**config.mk**
```make
export PLATFORM = sky130hd
export DESIGN_NAME = hostwin_decoder
export DESIGN_NICKNAME = d
export VERILOG_FILES = /design/src/rtl/hostwin_pkg.sv /design/src/rtl/hw_ctl_bank.sv /design/src/rtl/hw_id_rom.sv /design/src/rtl/hw_sif_port.sv /design/src/rtl/hostwin_decoder.sv
export SDC_FILE = /design/constraint.sdc
export NUM_CORES = 1
export LEC_CHECK = 0
export ABC_CLOCK_PERIOD_IN_PS = 1800
export BUFFER_PORTS_ARGS = -buffer_cell sky130_fd_sc_hd__buf_2
export CAP_MARGIN = 20
export CORE_AREA = 2 2 81 83
export DETAILED_ROUTE_END_ITERATION = 6
export DIE_AREA = 0 0 83 85
export GPL_TIMING_DRIVEN = 0
export PLACE_DENSITY = 0.77
export SETUP_SLACK_MARGIN = 0.15
export SLEW_MARGIN = 20
export SYNTH_ARGS = -nofsm -noshare
export SYNTH_HDL_FRONTEND = slang
export SYNTH_SLANG_ARGS = --single-unit
```
**constraint.sdc**
```tcl
create_clock -name clk -period 1.8 [get_ports clk]
set_input_delay 0.45 -clock clk [delete_from_list [all_inputs] [get_ports clk]]
set_output_delay 0.45 -clock clk [all_outputs]
set_load 0.1 [all_outputs]
```
**src/rtl/hostwin_pkg.sv**
```systemverilog
package hostwin_pkg;
  localparam int BYTE_W    = 8;
  localparam int WORD_W    = 2 * BYTE_W;
  localparam int WIN_BYTES = 8;
  localparam int OFF_W     = $clog2(WIN_BYTES);
  localparam int HADDR_W   = OFF_W + 1;
  localparam int RS_W      = OFF_W;
  localparam int CFG_BYTES = 3;
  localparam int STA_BYTES = 6;

  // control bank layout
  localparam int CR_MODE_OFF   = 0;
  localparam int CR_EXT_OFF    = 1;
  localparam int CR_CABLE_OFF  = 7;
  localparam int MAP_BIT       = 2;
  localparam int PAGE_BIT      = 3;
  localparam int EXT_BIT       = 3;
  localparam int CABLE_BIT     = 0;

  // ROM layout
  localparam int ROM_CFG_BASE  = 3;
  localparam int ROM_STA_BASE  = 1;

  typedef struct packed {
    logic              write;
    logic              word;
    logic [OFF_W-1:0]  off;
    logic [WORD_W-1:0] wdata;
  } hw_access_t;
endpackage

```
**src/rtl/hw_ctl_bank.sv**
```systemverilog
module hw_ctl_bank
  import hostwin_pkg::*;
(
  input  logic              clk,
  input  logic              rst_n,
  input  logic              wr_en,
  input  hw_access_t        acc,
  output logic [WORD_W-1:0] rd_data,
  output logic              map_en,
  output logic              rom_page,
  output logic              rs_ext,
  output logic              cable_sel
);
  logic [BYTE_W-1:0] bank [WIN_BYTES];
  logic [BYTE_W-1:0] wr_byte [WIN_BYTES];
  logic [WIN_BYTES-1:0] wr_hit;
  logic [OFF_W-1:0] lo_idx, hi_idx, ii;

  assign lo_idx = acc.word ? {acc.off[OFF_W-1:1], 1'b0} : acc.off;
  assign hi_idx = {acc.off[OFF_W-1:1], 1'b1};

  always_comb begin
    for (int i = 0; i < WIN_BYTES; i++) bank[i] = '0;
    bank[CR_MODE_OFF][MAP_BIT]    = map_en;
    bank[CR_MODE_OFF][PAGE_BIT]   = rom_page;
    bank[CR_EXT_OFF][EXT_BIT]     = rs_ext;
    bank[CR_CABLE_OFF][CABLE_BIT] = cable_sel;
  end

  assign rd_data = acc.word ? {bank[hi_idx], bank[lo_idx]}
                            : {{BYTE_W{1'b0}}, bank[acc.off]};

  always_comb begin
    ii = '0;
    for (int i = 0; i < WIN_BYTES; i++) begin
      ii = OFF_W'(i);
      wr_hit[i]  = 1'b0;
      wr_byte[i] = '0;
      if (wr_en) begin
        if (acc.word) begin
          if (ii[OFF_W-1:1] == acc.off[OFF_W-1:1]) begin
            wr_hit[i]  = 1'b1;
            wr_byte[i] = ii[0] ? acc.wdata[WORD_W-1:BYTE_W] : acc.wdata[BYTE_W-1:0];
          end
        end else if (ii == acc.off) begin
          wr_hit[i]  = 1'b1;
          wr_byte[i] = acc.wdata[BYTE_W-1:0];
        end
      end
    end
  end

  always_ff @(posedge clk) begin
    if (!rst_n) begin
      map_en    <= 1'b0;
      rom_page  <= 1'b0;
      rs_ext    <= 1'b0;
      cable_sel <= 1'b0;
    end else begin
      if (wr_hit[CR_MODE_OFF]) begin
        map_en   <= wr_byte[CR_MODE_OFF][MAP_BIT];
        rom_page <= wr_byte[CR_MODE_OFF][PAGE_BIT];
      end
      if (wr_hit[CR_EXT_OFF])   rs_ext    <= wr_byte[CR_EXT_OFF][EXT_BIT];
      if (wr_hit[CR_CABLE_OFF]) cable_sel <= wr_byte[CR_CABLE_OFF][CABLE_BIT];
    end
  end

  // the bank only changes on a write into it
  p_ctl_hold_r2: assert property (@(posedge clk) disable iff (!rst_n)
    !wr_en |=> $stable({map_en, rom_page, rs_ext, cable_sel}));
endmodule

```
**src/rtl/hw_id_rom.sv**
```systemverilog
module hw_id_rom
  import hostwin_pkg::*;
#(
  parameter logic [BYTE_W-1:0] MFR_ID    = 8'h4D,
  parameter logic [BYTE_W-1:0] CARD_TYPE = 8'h08,
  parameter logic [BYTE_W-1:0] CARD_REV  = 8'h02
) (
  input  logic                        page,
  input  logic                        word,
  input  logic [OFF_W-1:0]            off,
  input  logic [CFG_BYTES*BYTE_W-1:0] cfg_mirror,
  input  logic [STA_BYTES*BYTE_W-1:0] station_addr,
  output logic [WORD_W-1:0]           rd_data
);
  logic [BYTE_W-1:0] pg0 [WIN_BYTES];
  logic [BYTE_W-1:0] pg1 [WIN_BYTES];
  logic [BYTE_W-1:0] cur [WIN_BYTES];
  logic [OFF_W-1:0]  lo_idx, hi_idx;

  always_comb begin
    for (int i = 0; i < WIN_BYTES; i++) begin
      pg0[i] = '0;
      pg1[i] = '0;
    end
    pg0[0] = MFR_ID;
    pg0[1] = CARD_TYPE;
    pg0[2] = CARD_REV;
    for (int k = 0; k < CFG_BYTES; k++)
      pg0[ROM_CFG_BASE + k] = cfg_mirror[BYTE_W*k +: BYTE_W];
    for (int k = 0; k < STA_BYTES; k++)
      pg1[ROM_STA_BASE + k] = station_addr[BYTE_W*(STA_BYTES-1-k) +: BYTE_W];
    for (int i = 0; i < WIN_BYTES; i++)
      cur[i] = page ? pg1[i] : pg0[i];
  end

  assign lo_idx  = word ? {off[OFF_W-1:1], 1'b0} : off;
  assign hi_idx  = {off[OFF_W-1:1], 1'b1};
  assign rd_data = word ? {cur[hi_idx], cur[lo_idx]} : {{BYTE_W{1'b0}}, cur[off]};
endmodule

```
**src/rtl/hw_sif_port.sv**
```systemverilog
module hw_sif_port
  import hostwin_pkg::*;
(
  input  logic              go,
  input  hw_access_t        acc,
  input  logic              rs_ext,
  input  logic [WORD_W-1:0] sif_rdata,
  output logic              sif_cs,
  output logic              sif_we,
  output logic [RS_W-1:0]   sif_rs,
  output logic [1:0]        sif_be,
  output logic [WORD_W-1:0] sif_wdata,
  output logic [WORD_W-1:0] rd_data
);
  assign sif_cs    = go;
  assign sif_we    = go & acc.write;
  assign sif_rs    = {rs_ext, acc.off[OFF_W-1:1]};
  assign sif_be    = acc.word ? 2'b11 : (acc.off[0] ? 2'b10 : 2'b01);
  assign sif_wdata = acc.word ? acc.wdata
                              : {acc.wdata[BYTE_W-1:0], acc.wdata[BYTE_W-1:0]};
  assign rd_data   = acc.word ? sif_rdata
                   : {{BYTE_W{1'b0}},
                      (acc.off[0] ? sif_rdata[WORD_W-1:BYTE_W] : sif_rdata[BYTE_W-1:0])};
endmodule

```
**src/rtl/hostwin_decoder.sv**
```systemverilog
module hostwin_decoder
  import hostwin_pkg::*;
#(
  parameter logic [7:0] MFR_ID    = 8'h4D,
  parameter logic [7:0] CARD_TYPE = 8'h08,
  parameter logic [7:0] CARD_REV  = 8'h02
) (
  input  logic        clk,
  input  logic        rst_n,
  input  logic        h_valid,
  output logic        h_ready,
  input  logic        h_write,
  input  logic        h_word,
  input  logic [3:0]  h_addr,
  input  logic [15:0] h_wdata,
  output logic        r_valid,
  input  logic        r_ready,
  output logic [15:0] r_data,
  input  logic [23:0] cfg_mirror,
  input  logic [47:0] station_addr,
  output logic        sif_cs,
  output logic        sif_we,
  output logic [2:0]  sif_rs,
  output logic [1:0]  sif_be,
  output logic [15:0] sif_wdata,
  input  logic [15:0] sif_rdata,
  output logic        cable_utp
);
  hw_access_t        acc;
  logic              accept, in_win;
  logic              map_en, rom_page, rs_ext;
  logic [WORD_W-1:0] ctl_rd, rom_rd, sif_rd, rd_mux;

  assign acc     = '{write: h_write, word: h_word, off: h_addr[OFF_W-1:0], wdata: h_wdata};
  assign in_win  = h_addr[OFF_W];
  assign h_ready = !r_valid || r_ready;
  assign accept  = h_valid && h_ready;

  hw_ctl_bank u_ctl (
    .clk(clk), .rst_n(rst_n),
    .wr_en(accept && h_write && !in_win),
    .acc(acc), .rd_data(ctl_rd),
    .map_en(map_en), .rom_page(rom_page), .rs_ext(rs_ext), .cable_sel(cable_utp)
  );

  hw_id_rom #(.MFR_ID(MFR_ID), .CARD_TYPE(CARD_TYPE), .CARD_REV(CARD_REV)) u_rom (
    .page(rom_page), .word(h_word), .off(h_addr[OFF_W-1:0]),
    .cfg_mirror(cfg_mirror), .station_addr(station_addr), .rd_data(rom_rd)
  );

  hw_sif_port u_sif (
    .go(accept && in_win && map_en), .acc(acc), .rs_ext(rs_ext),
    .sif_rdata(sif_rdata), .sif_cs(sif_cs), .sif_we(sif_we), .sif_rs(sif_rs),
    .sif_be(sif_be), .sif_wdata(sif_wdata), .rd_data(sif_rd)
  );

  assign rd_mux = !in_win ? ctl_rd : (map_en ? sif_rd : rom_rd);

  always_ff @(posedge clk) begin
    if (!rst_n) begin
      r_valid <= 1'b0;
      r_data  <= '0;
    end else if (accept && !h_write) begin
      r_valid <= 1'b1;
      r_data  <= rd_mux;
    end else if (r_ready) begin
      r_valid <= 1'b0;
    end
  end

  // no chip-select while the ROM is mapped
  p_cs_needs_map_r4: assert property (@(posedge clk) disable iff (!rst_n)
    sif_cs |-> map_en);
  // chip-select only in an accept cycle, upper select line follows extension
  p_cs_on_accept_r9: assert property (@(posedge clk) disable iff (!rst_n)
    sif_cs |-> (h_valid && h_ready && h_addr[3]));
  p_rs_ext_r9: assert property (@(posedge clk) disable iff (!rst_n)
    sif_cs |-> (sif_rs[2] == rs_ext));
  // held response stays put; a read gives a beat next cycle
  p_hold_r11: assert property (@(posedge clk) disable iff (!rst_n)
    (r_valid && !r_ready) |=> (r_valid && $stable(r_data)));
  p_read_beat_r11: assert property (@(posedge clk) disable iff (!rst_n)
    (h_valid && h_ready && !h_write) |=> r_valid);
  // writes make no beat
  p_no_write_beat_r12: assert property (@(posedge clk) disable iff (!rst_n)
    (h_valid && h_ready && h_write) |=> !r_valid);
  // cable pin follows a byte write to offset 7
  p_cable_r3: assert property (@(posedge clk) disable iff (!rst_n)
    (h_valid && h_ready && h_write && !h_word && h_addr == 4'd7)
      |=> (cable_utp == $past(h_wdata[0])));
endmodule

```
After elaboration in Yosys (flattened, before gate mapping)
Cells that the tools add are included.
W data, S select, Z words.
Word-level totals
  register bits after elaboration: 21
  output and inout port bits: 42
  logic and storage cells: 89
Cells by class
  order comparisons: 3
  equality and inequality tests: 3
  muxes and demuxes: 60
  bitwise gates (word level): 4
  reduce and logical (&&, ||, !) cells: 13
Operators with widths (number)
  $mux W8: 19
  $bmux W8 S3: 6
  $mux W16: 6
  $mux W4: 8
  $mux W1: 18
  $ge A4 B4 Y1 const B: 3
  $not A3 Y4: 3
  $mux W7: 1
  $logic_and A1 B1 Y1: 6
  $mux W2: 2
  $eq A1 B3 Y1 const A: 1
  $eq A3 B3 Y1 const A: 1
  $logic_not A1 Y1: 3
  $logic_not A3 Y1: 1
  $eq A2 B2 Y1 const A: 1
  $logic_not A2 Y1: 1
  $reduce_bool A2 Y1: 1
  $and A1 B1 Y1: 1
  $logic_or A1 B1 Y1: 1

Longest topological paths before layout
Gate-level depths: netlist of run 1.
  depth in word-level cells: 8
  gate-level depth with buffers: 9
  mapped depth without buffers: 6

Hierarchy
From an unflattened synthesis of run 1, not the netlist that was laid out.
Second synthesis, totals
  cell total of the unflattened synthesis: 334
  area, all modules: 2711.4 um^2
By module, submodules not included
  hw_id_rom: times used 1, cells an instance 149, area each 1006.0 um^2, sequential area each 0.0 um^2
  hostwin_decoder: times used 1, cells an instance 100, area each 940.9 um^2, sequential area each 340.3 um^2
  hw_sif_port: times used 1, cells an instance 42, area each 402.9 um^2, sequential area each 0.0 um^2
  hw_ctl_bank: times used 1, cells an instance 43, area each 361.6 um^2, sequential area each 80.1 um^2

Worst setup path after synthesis of run 1
Ideal clock, no wire load.
  path type: reg2out
  start: reg r_valid
  end: out sif_we
  arrival: 3.401 ns
  required time: 1.350 ns
  setup slack: -2.051 ns
  stages on the path, launching flop included: 5
  path through: dfxtp_1 nand2b_1 clkbuf_1 nand3_1 nor2_1
On the way
  cells in the longest elaborated chain, start to end: 6
Ends and longest elaborated chain
  start: declaration: line hostwin_decoder.sv:16  | output logic r_valid,
  start signal: assignment: line hostwin_decoder.sv:61  | r_valid <= 1'b0;
  start signal: assignment: line hostwin_decoder.sv:64  | r_valid <= 1'b1;
  start signal: assignment: line hostwin_decoder.sv:67  | r_valid <= 1'b0;
  $logic_not A1 Y1: line hostwin_decoder.sv:36  | assign h_ready = !r_valid || r_ready;
  $logic_or A1 B1 Y1: line hostwin_decoder.sv:36
  net h_ready: line hostwin_decoder.sv:11  | output logic h_ready,
  $logic_and A1 B1 Y1: line hostwin_decoder.sv:37  | assign accept = h_valid && h_ready;
  $logic_and A1 B1 Y1 (2 in a row): line hostwin_decoder.sv:52  | .go(accept && in_win && map_en), .acc(acc), .rs_ext(rs_ext),
  $and A1 B1 Y1: line hw_sif_port.sv:16  | assign sif_we = go & acc.write;
  end: declaration: line hostwin_decoder.sv:22  | output logic sif_we,
The timed path passes the listed nets, and every way through them passes these cells.

Worst setup path in the final report of run 1
  start: in h_word
  end: out sif_wdata[15]
On the way
  cells in the longest elaborated chain, start to end: 1
Ends and longest elaborated chain
  start: declaration: line hostwin_decoder.sv:13  | input logic h_word,
  $mux W16: line hw_sif_port.sv:19  | assign sif_wdata = acc.word ? acc.wdata
  end: declaration: line hostwin_decoder.sv:25  | output logic [15:0] sif_wdata,
No other way between the ends.

==> results of run 1 <==
-- routing by layer --
layer  GRT usage, %  vias up  share of wire [%]
li1               -     1505                  -
met1           34.5     1522                 41
met2           48.1      177                 49
met3           5.06       24                7.8
met4           7.75        0                2.5
met5              0        -                  0
-- placed cells by master, fill, tap and decap left out, types with 5 or more instances in the layout --
master / instances
a22oi_1: 9
nand2_1: 28
buf_12: 14
buf_6: 8
nand3b_1: 7
mux2_4: 10
buf_8: 5
buf_2: 138
buf_4: 26
mux2i_1: 19
a21oi_1: 12
a32oi_1: 6
o21ai_0: 10
nand2b_1: 8
a31oi_1: 6
nand3_1: 13
nor2_1: 9
o221ai_1: 6
clkbuf_16: 5
inv_1: 8
mux2_2: 13
o211ai_1: 6
dfxtp_1: 18
nor2b_1: 10
-- critical path, delay by kind of cell --
kind / cells / cell delay (ns)
buf+inv: 4 / 0.56
mux: 1 / 0.31
-- registers in the layout, summed over array words and instances, names as in the netlist --
name,cells
r_valid,1
u_ctl.rs_ext,1
u_ctl.map_en,1
u_ctl.cable_sel,1
u_ctl.rom_page,1
r_data,16
-- cells by family after synthesis --
logic type	Yosys count
and+or+nand+nor	103
muxes	44
DFF	21
buffers and inverters	49
AOI/OAI and AO/OA	90
-- metrics by stage --
step,setup TNS (ns),instances,total power [W],cell area (um2),worst slack (ns)
after global placement,-4.15,536,0.00135,3430,-0.250
final,0,555,0.00178,4020,0.0349
after global routing,0,555,0.00185,4020,0.0197
after CTS,0,551,0.00175,3840,0.0316
after detailed placement,-4.31,536,0.00136,3430,-0.243
after floorplan,-0.0389,307,0.00111,2570,-0.0235
-- final timing paths --
path,to
worst min-delay path,u_ctl.rom_page$_SDFFE_PN0P_
worst min register to register,r_data[1]$_SDFFE_PN0P_
worst max-delay path,sif_wdata[15]
worst max register to register,r_data[6]$_SDFFE_PN0P_
-- report_power, final --
group / switching [W] / leakage [nW] / internal [W]
Combinational: 0.000599 / 1.60 / 0.000387
Sequential: 0.00000795 / 0.172 / 0.000473
Clock: 0.000158 / 0.0255 / 0.000154
-- area by class of cell --
type / instances / area share, %
well taps: 77 / 2.40
repair buffers: 167 / 27.1
plain buffers: 38 / 10.5
clock inverters: 1 / 0.125
clock buffers: 3 / 1.03
flip-flops and latches: 21 / 10.7
multi-input cells: 237 / 46.9
inverters: 11 / 1.28
-- repair_timing --
item                                    4_1_cts  5_1_grt
endpoints found under the setup margin       29       26
hold buffers                                  0        0
gates cloned                                  0        2
pin swaps                                     2       12
resized for setup                            74       24
hold endpoints to repair                      0        0
buffers inserted                             11        2
==> flow_summary.json, run 1 <==
{
  "status": "complete, no violations",
  "reg2reg_from": "u_ctl.rom_page$_SDFFE_PN0P_",
  "synth_top_family_by_area": "compound AO/OA/AOI/OAI gates",
  "arrival_ns": 1.32,
  "whs_ns": 0.480,
  "ys_warn_count": 0,
  "first_pass_iters": 7,
  "overflow": 0,
  "syn_area_um2": 2370,
  "ys_types": 49,
  "layout-drive-gt1-share_pct": 55.4,
  "vias": 3228,
  "max-vdd-ir-drop_v": 0.000329,
  "synth_xor_area_share_pct": 0,
  "slew_headroom_pct": 67.4,
  "antenna_found_initial": 0,
  "synth_top_area_share_pct": 17.8,
  "power_density_nw_per_um2": 443,
  "path_common_cell": "buf_12",
  "hold_depth": 3,
  "yosysMostFrequentCell": "nand2_1",
  "core-area_um2": 6200,
  "wl_um": 9950,
  "fin_util_pct": 64.7,
  "hpwl_um": 7610,
  "hold_class": "input pin to flop",
  "cts_root_buf": "clkbuf_8",
  "worstPathRequired_ns": 1.35,
  "drv_slew": 0,
  "grt_usage_pct": 27.4,
  "clk_pin_slew_ns": 0.07,
  "path_class": "input pin to output port",
  "die_h_um": 85,
  "io_buffer_count": 152,
  "rrSetupSlack_ns": 0.14,
  "synth_ff_type": "dfxtp_1",
  "r2r_cells": 6,
  "worstSkewPairLatency_ns": 0.26,
  "avgSynthCellArea_um2": 7.71,
  "synthSimpleGateAreaFrac_pct": 22.0,
  "num_rows": 29,
  "synth-adder-area-share_pct": 0,
  "grt_pass1_wl_um": 15800,
  "synth-compound-area-share_pct": 28.3,
  "max_stage_delay_ns": 0.31,
  "finalCriticalPeriod_ns": 1.77,
  "p_leak_nw": 1.80,
  "die_x_um": 83,
  "diodes": 0,
  "layout.nets": 593,
  "grt_max_degree": 13,
  "num-fill-cells": 519,
  "cp-end-kind": "output port",
  "ctsLongestPathBuffers": 2,
  "setup_viol": 0,
  "cap_viol_max_count": 0,
  "synth_edf_count": 0,
  "ys_seq_elements": 21,
  "synth_nets": 421,
  "hold_viol": 0,
  "first_iter_violations": 255,
  "die-area_um2": 7060,
  "regArea_um2": 429,
  "async_flop_share_pct": 0,
  "netlist_top_cells_area": "dfxtp_1 (18%), mux2_2 (11%), mux2i_1 (8.5%), buf_4 (4.8%), nand2_1 (4.8%)",
  "wire_per_inst_um": 17.9,
  "worstHoldStart": "h_wdata[3]",
  "crit_fanout": 7,
  "area_growth_pct": 69.7,
  "path_cells": "buf_6, clkbuf_16, buf_12, mux2_4, buf_12",
  "synthMuxAreaShare_pct": 20.3,
  "first_global_vias": 3211,
  "start_util_pct": 38.2,
  "critPathSlowestCell": "mux2_4",
  "place.gp.congestion": 0.924,
  "pin_count": 156,
  "viasPerCell": 5.82,
  "max_slew.worst_pin.slew_ns": 0.492,
  "synth.top_cells.by_count": "nand2_1 (30), mux2_2 (23), dfxtp_1 (21)",
  "max_freq_mhz": 567,
  "crit_path_start_kind": "input pin",
  "ys_seq_area_share_pct": 17.8,
  "synth_top_cell_by_area": "dfxtp_1",
  "clock-sinks": 21,
  "cts-buffers-inserted": 3,
  "cp-startpoint": "h_word",
  "rsz0062_at_grt": "yes",
  "cts_tree": "yes",
  "drc": 0,
  "finClkSkew_ns": 0.00496,
  "synth_cells": 307,
  "min_period_over_period_pct": 98.1,
  "ctsHtreeMaxLevel": 1,
  "multi_input_area_um2": 1880,
  "antenna_left": 0
}
(Power assumes the default switching activity.)
==> run 2: changes to the inputs <==
--- a/config.mk
+++ b/config.mk
@@ -13,6 +13,7 @@
 export DIE_AREA = 0 0 83 85
 export GPL_TIMING_DRIVEN = 0
 export PLACE_DENSITY = 0.77
+export REMOVE_ABC_BUFFERS = 1
 export SETUP_SLACK_MARGIN = 0.15
 export SLEW_MARGIN = 20
 export SYNTH_ARGS = -nofsm -noshare
==> run 2 against run 1 <==
Against the previous run: fmax is 5.3% higher; routed wire length is 0.81% lower; sequential share of layout area is 1.1 points higher; power is 4.6% lower; critical endpoint is now sif_cs; cell count is 4.5% lower; critical path type unchanged; sequential power hardly changed; clock power is 3% higher; setup slack better by 0.089 ns; via count is 3.9% lower.
==> flow_summary.json, run 2 (synthesized netlist as in run 1, its figures left out) <==
{
  "largest_reg_flops": 16,
  "core-area_um2": 6200,
  "dr_wl_met2_um": 4830,
  "hold_class": "flop to flop",
  "wire_per_inst_um": 18.6,
  "p_leak_nw": 1.61,
  "layout-drive-gt1-share_pct": 52.8,
  "whs_ns": 0.469,
  "path_class": "input pin to output port",
  "finClkSkew_ns": 0.00164,
  "hold_viol": 0,
  "diodes": 0,
  "max_freq_mhz": 597,
  "die-area_um2": 7060,
  "die_x_um": 83,
  "viasPerCell": 5.85,
  "crit_fanout": 11,
  "setup_viol": 0,
  "num_rows": 29,
  "wl_met1_um": 3890,
  "first_iter_violations": 184,
  "hpwl_um": 6660,
  "max_slew.worst_pin.slew_ns": 0.505,
  "arrival_ns": 1.23,
  "rsz0062_at_grt": "yes",
  "cts_root_buf": "clkbuf_8",
  "layout.nets": 568,
  "highest_layer": "met4",
  "clock-sinks": 21,
  "start_util_pct": 38.2,
  "grt_usage_pct": 26.0,
  "vias": 3101,
  "wl_met3_um": 923,
  "worstSkewPairLatency_ns": 0.26,
  "pin_count": 156,
  "area_growth_pct": 54.0,
  "p_total_w": 0.00170,
  "grt_max_degree": 38,
  "clk_pin_slew_ns": 0.08,
  "slew_headroom_pct": 66.6,
  "final_common_cell": "buf_2",
  "ctsLongestPathBuffers": 2,
  "place.gp.congestion": 0.810,
  "drv_slew": 0,
  "max-vdd-ir-drop_v": 0.000368,
  "final.setup.worst_slack_ns": 0.124,
  "first_pass_iters": 5,
  "cap_viol_max_count": 0,
  "num-fill-cells": 573,
  "crit_path_start_kind": "input pin",
  "drc": 0,
  "power_density_nw_per_um2": 466,
  "antenna_found_initial": 0,
  "place_ws_ns": -1.18,
  "worstPathRequired_ns": 1.35,
  "antenna_left": 0,
  "min_period_over_period_pct": 93.1,
  "finalCriticalPeriod_ns": 1.68,
  "ctsHtreeMaxLevel": 1,
  "cts-buffers-inserted": 3,
  "cts_tree": "yes",
  "regMostFlops": "r_data",
  "tns_ns": 0,
  "die_h_um": 85,
  "final_cell_mix": "buf_2 (138), nand2_1 (30), mux2_2 (21)",
  "cp-end-kind": "output port",
  "grt_pass1_wl_um": 15000,
  "fin_cells": 530,
  "first_global_vias": 3011,
  "wl_um": 9860,
  "post-place-cells": 502,
  "status": "complete, no violations",
  "overflow": 0,
  "io_buffer_count": 155,
  "hold_buffers": 0
}
==> run 2: critical path: stages <==
cell      delay [ns]
clkbuf_4        0.20
nand2_1         0.17
nor2_2          0.16
buf_6           0.23
==> run 2: through the flow <==
step / util [%] / instance area [um2]
global route: 58.7 / 3640
detailed placement: 48.9 / 3040
floorplan: - / 2130
finish: 58.7 / 3640
global placement: 48.5 / 3010
CTS: 55.5 / 3440
==> run 2: layout make-up <==
class / count / area (um2) / share of cell area, %
sequential: 21 / 428 / 11.7
multi-input combinational: 237 / 1810 / 49.6
tap: 77 / 96.3 / 2.64
timing repair buffer: 180 / 1220 / 33.4
clock inverter: 1 / 5.00 / 0.137
inverter: 11 / 48.8 / 1.34
clock buffer: 3 / 41.3 / 1.13
==> run 2: path summary, 6_finish.rpt <==
path,startpoint,endpoint,slack (ns),depth (start not counted)
min reg2reg,r_data[1]$_SDFFE_PN0P_,r_data[1]$_SDFFE_PN0P_,0.47,1
min,r_data[1]$_SDFFE_PN0P_,r_data[1]$_SDFFE_PN0P_,0.47,1
max,h_addr[3],sif_cs,0.12,4
max reg2reg,u_ctl.rom_page$_SDFFE_PN0P_,r_data[1]$_SDFFE_PN0P_,0.14,5
==> run 2: power by group <==
group | internal (W) | switching (W) | total, W
clock network | 0.000155 | 0.000166 | 0.000321
registers | 0.000472 | 0.00000719 | 0.000480
logic | 0.000325 | 0.000573 | 0.000898
total | 0.000952 | 0.000746 | 0.00170
==> run 2: timing repair <==
item,4_1_cts,5_1_grt
buffers inserted,14,8
gates resized for setup,57,35
cloned,2,0
pin swaps,4,12
endpoints found under the setup margin,34,21
==> run 2: layer usage <==
metal,vias to the layer above,track usage (%)
met5,-,0
met4,0,7.00
met3,26,6.23
met2,197,46.4
met1,1430,31.4
li1,1448,-
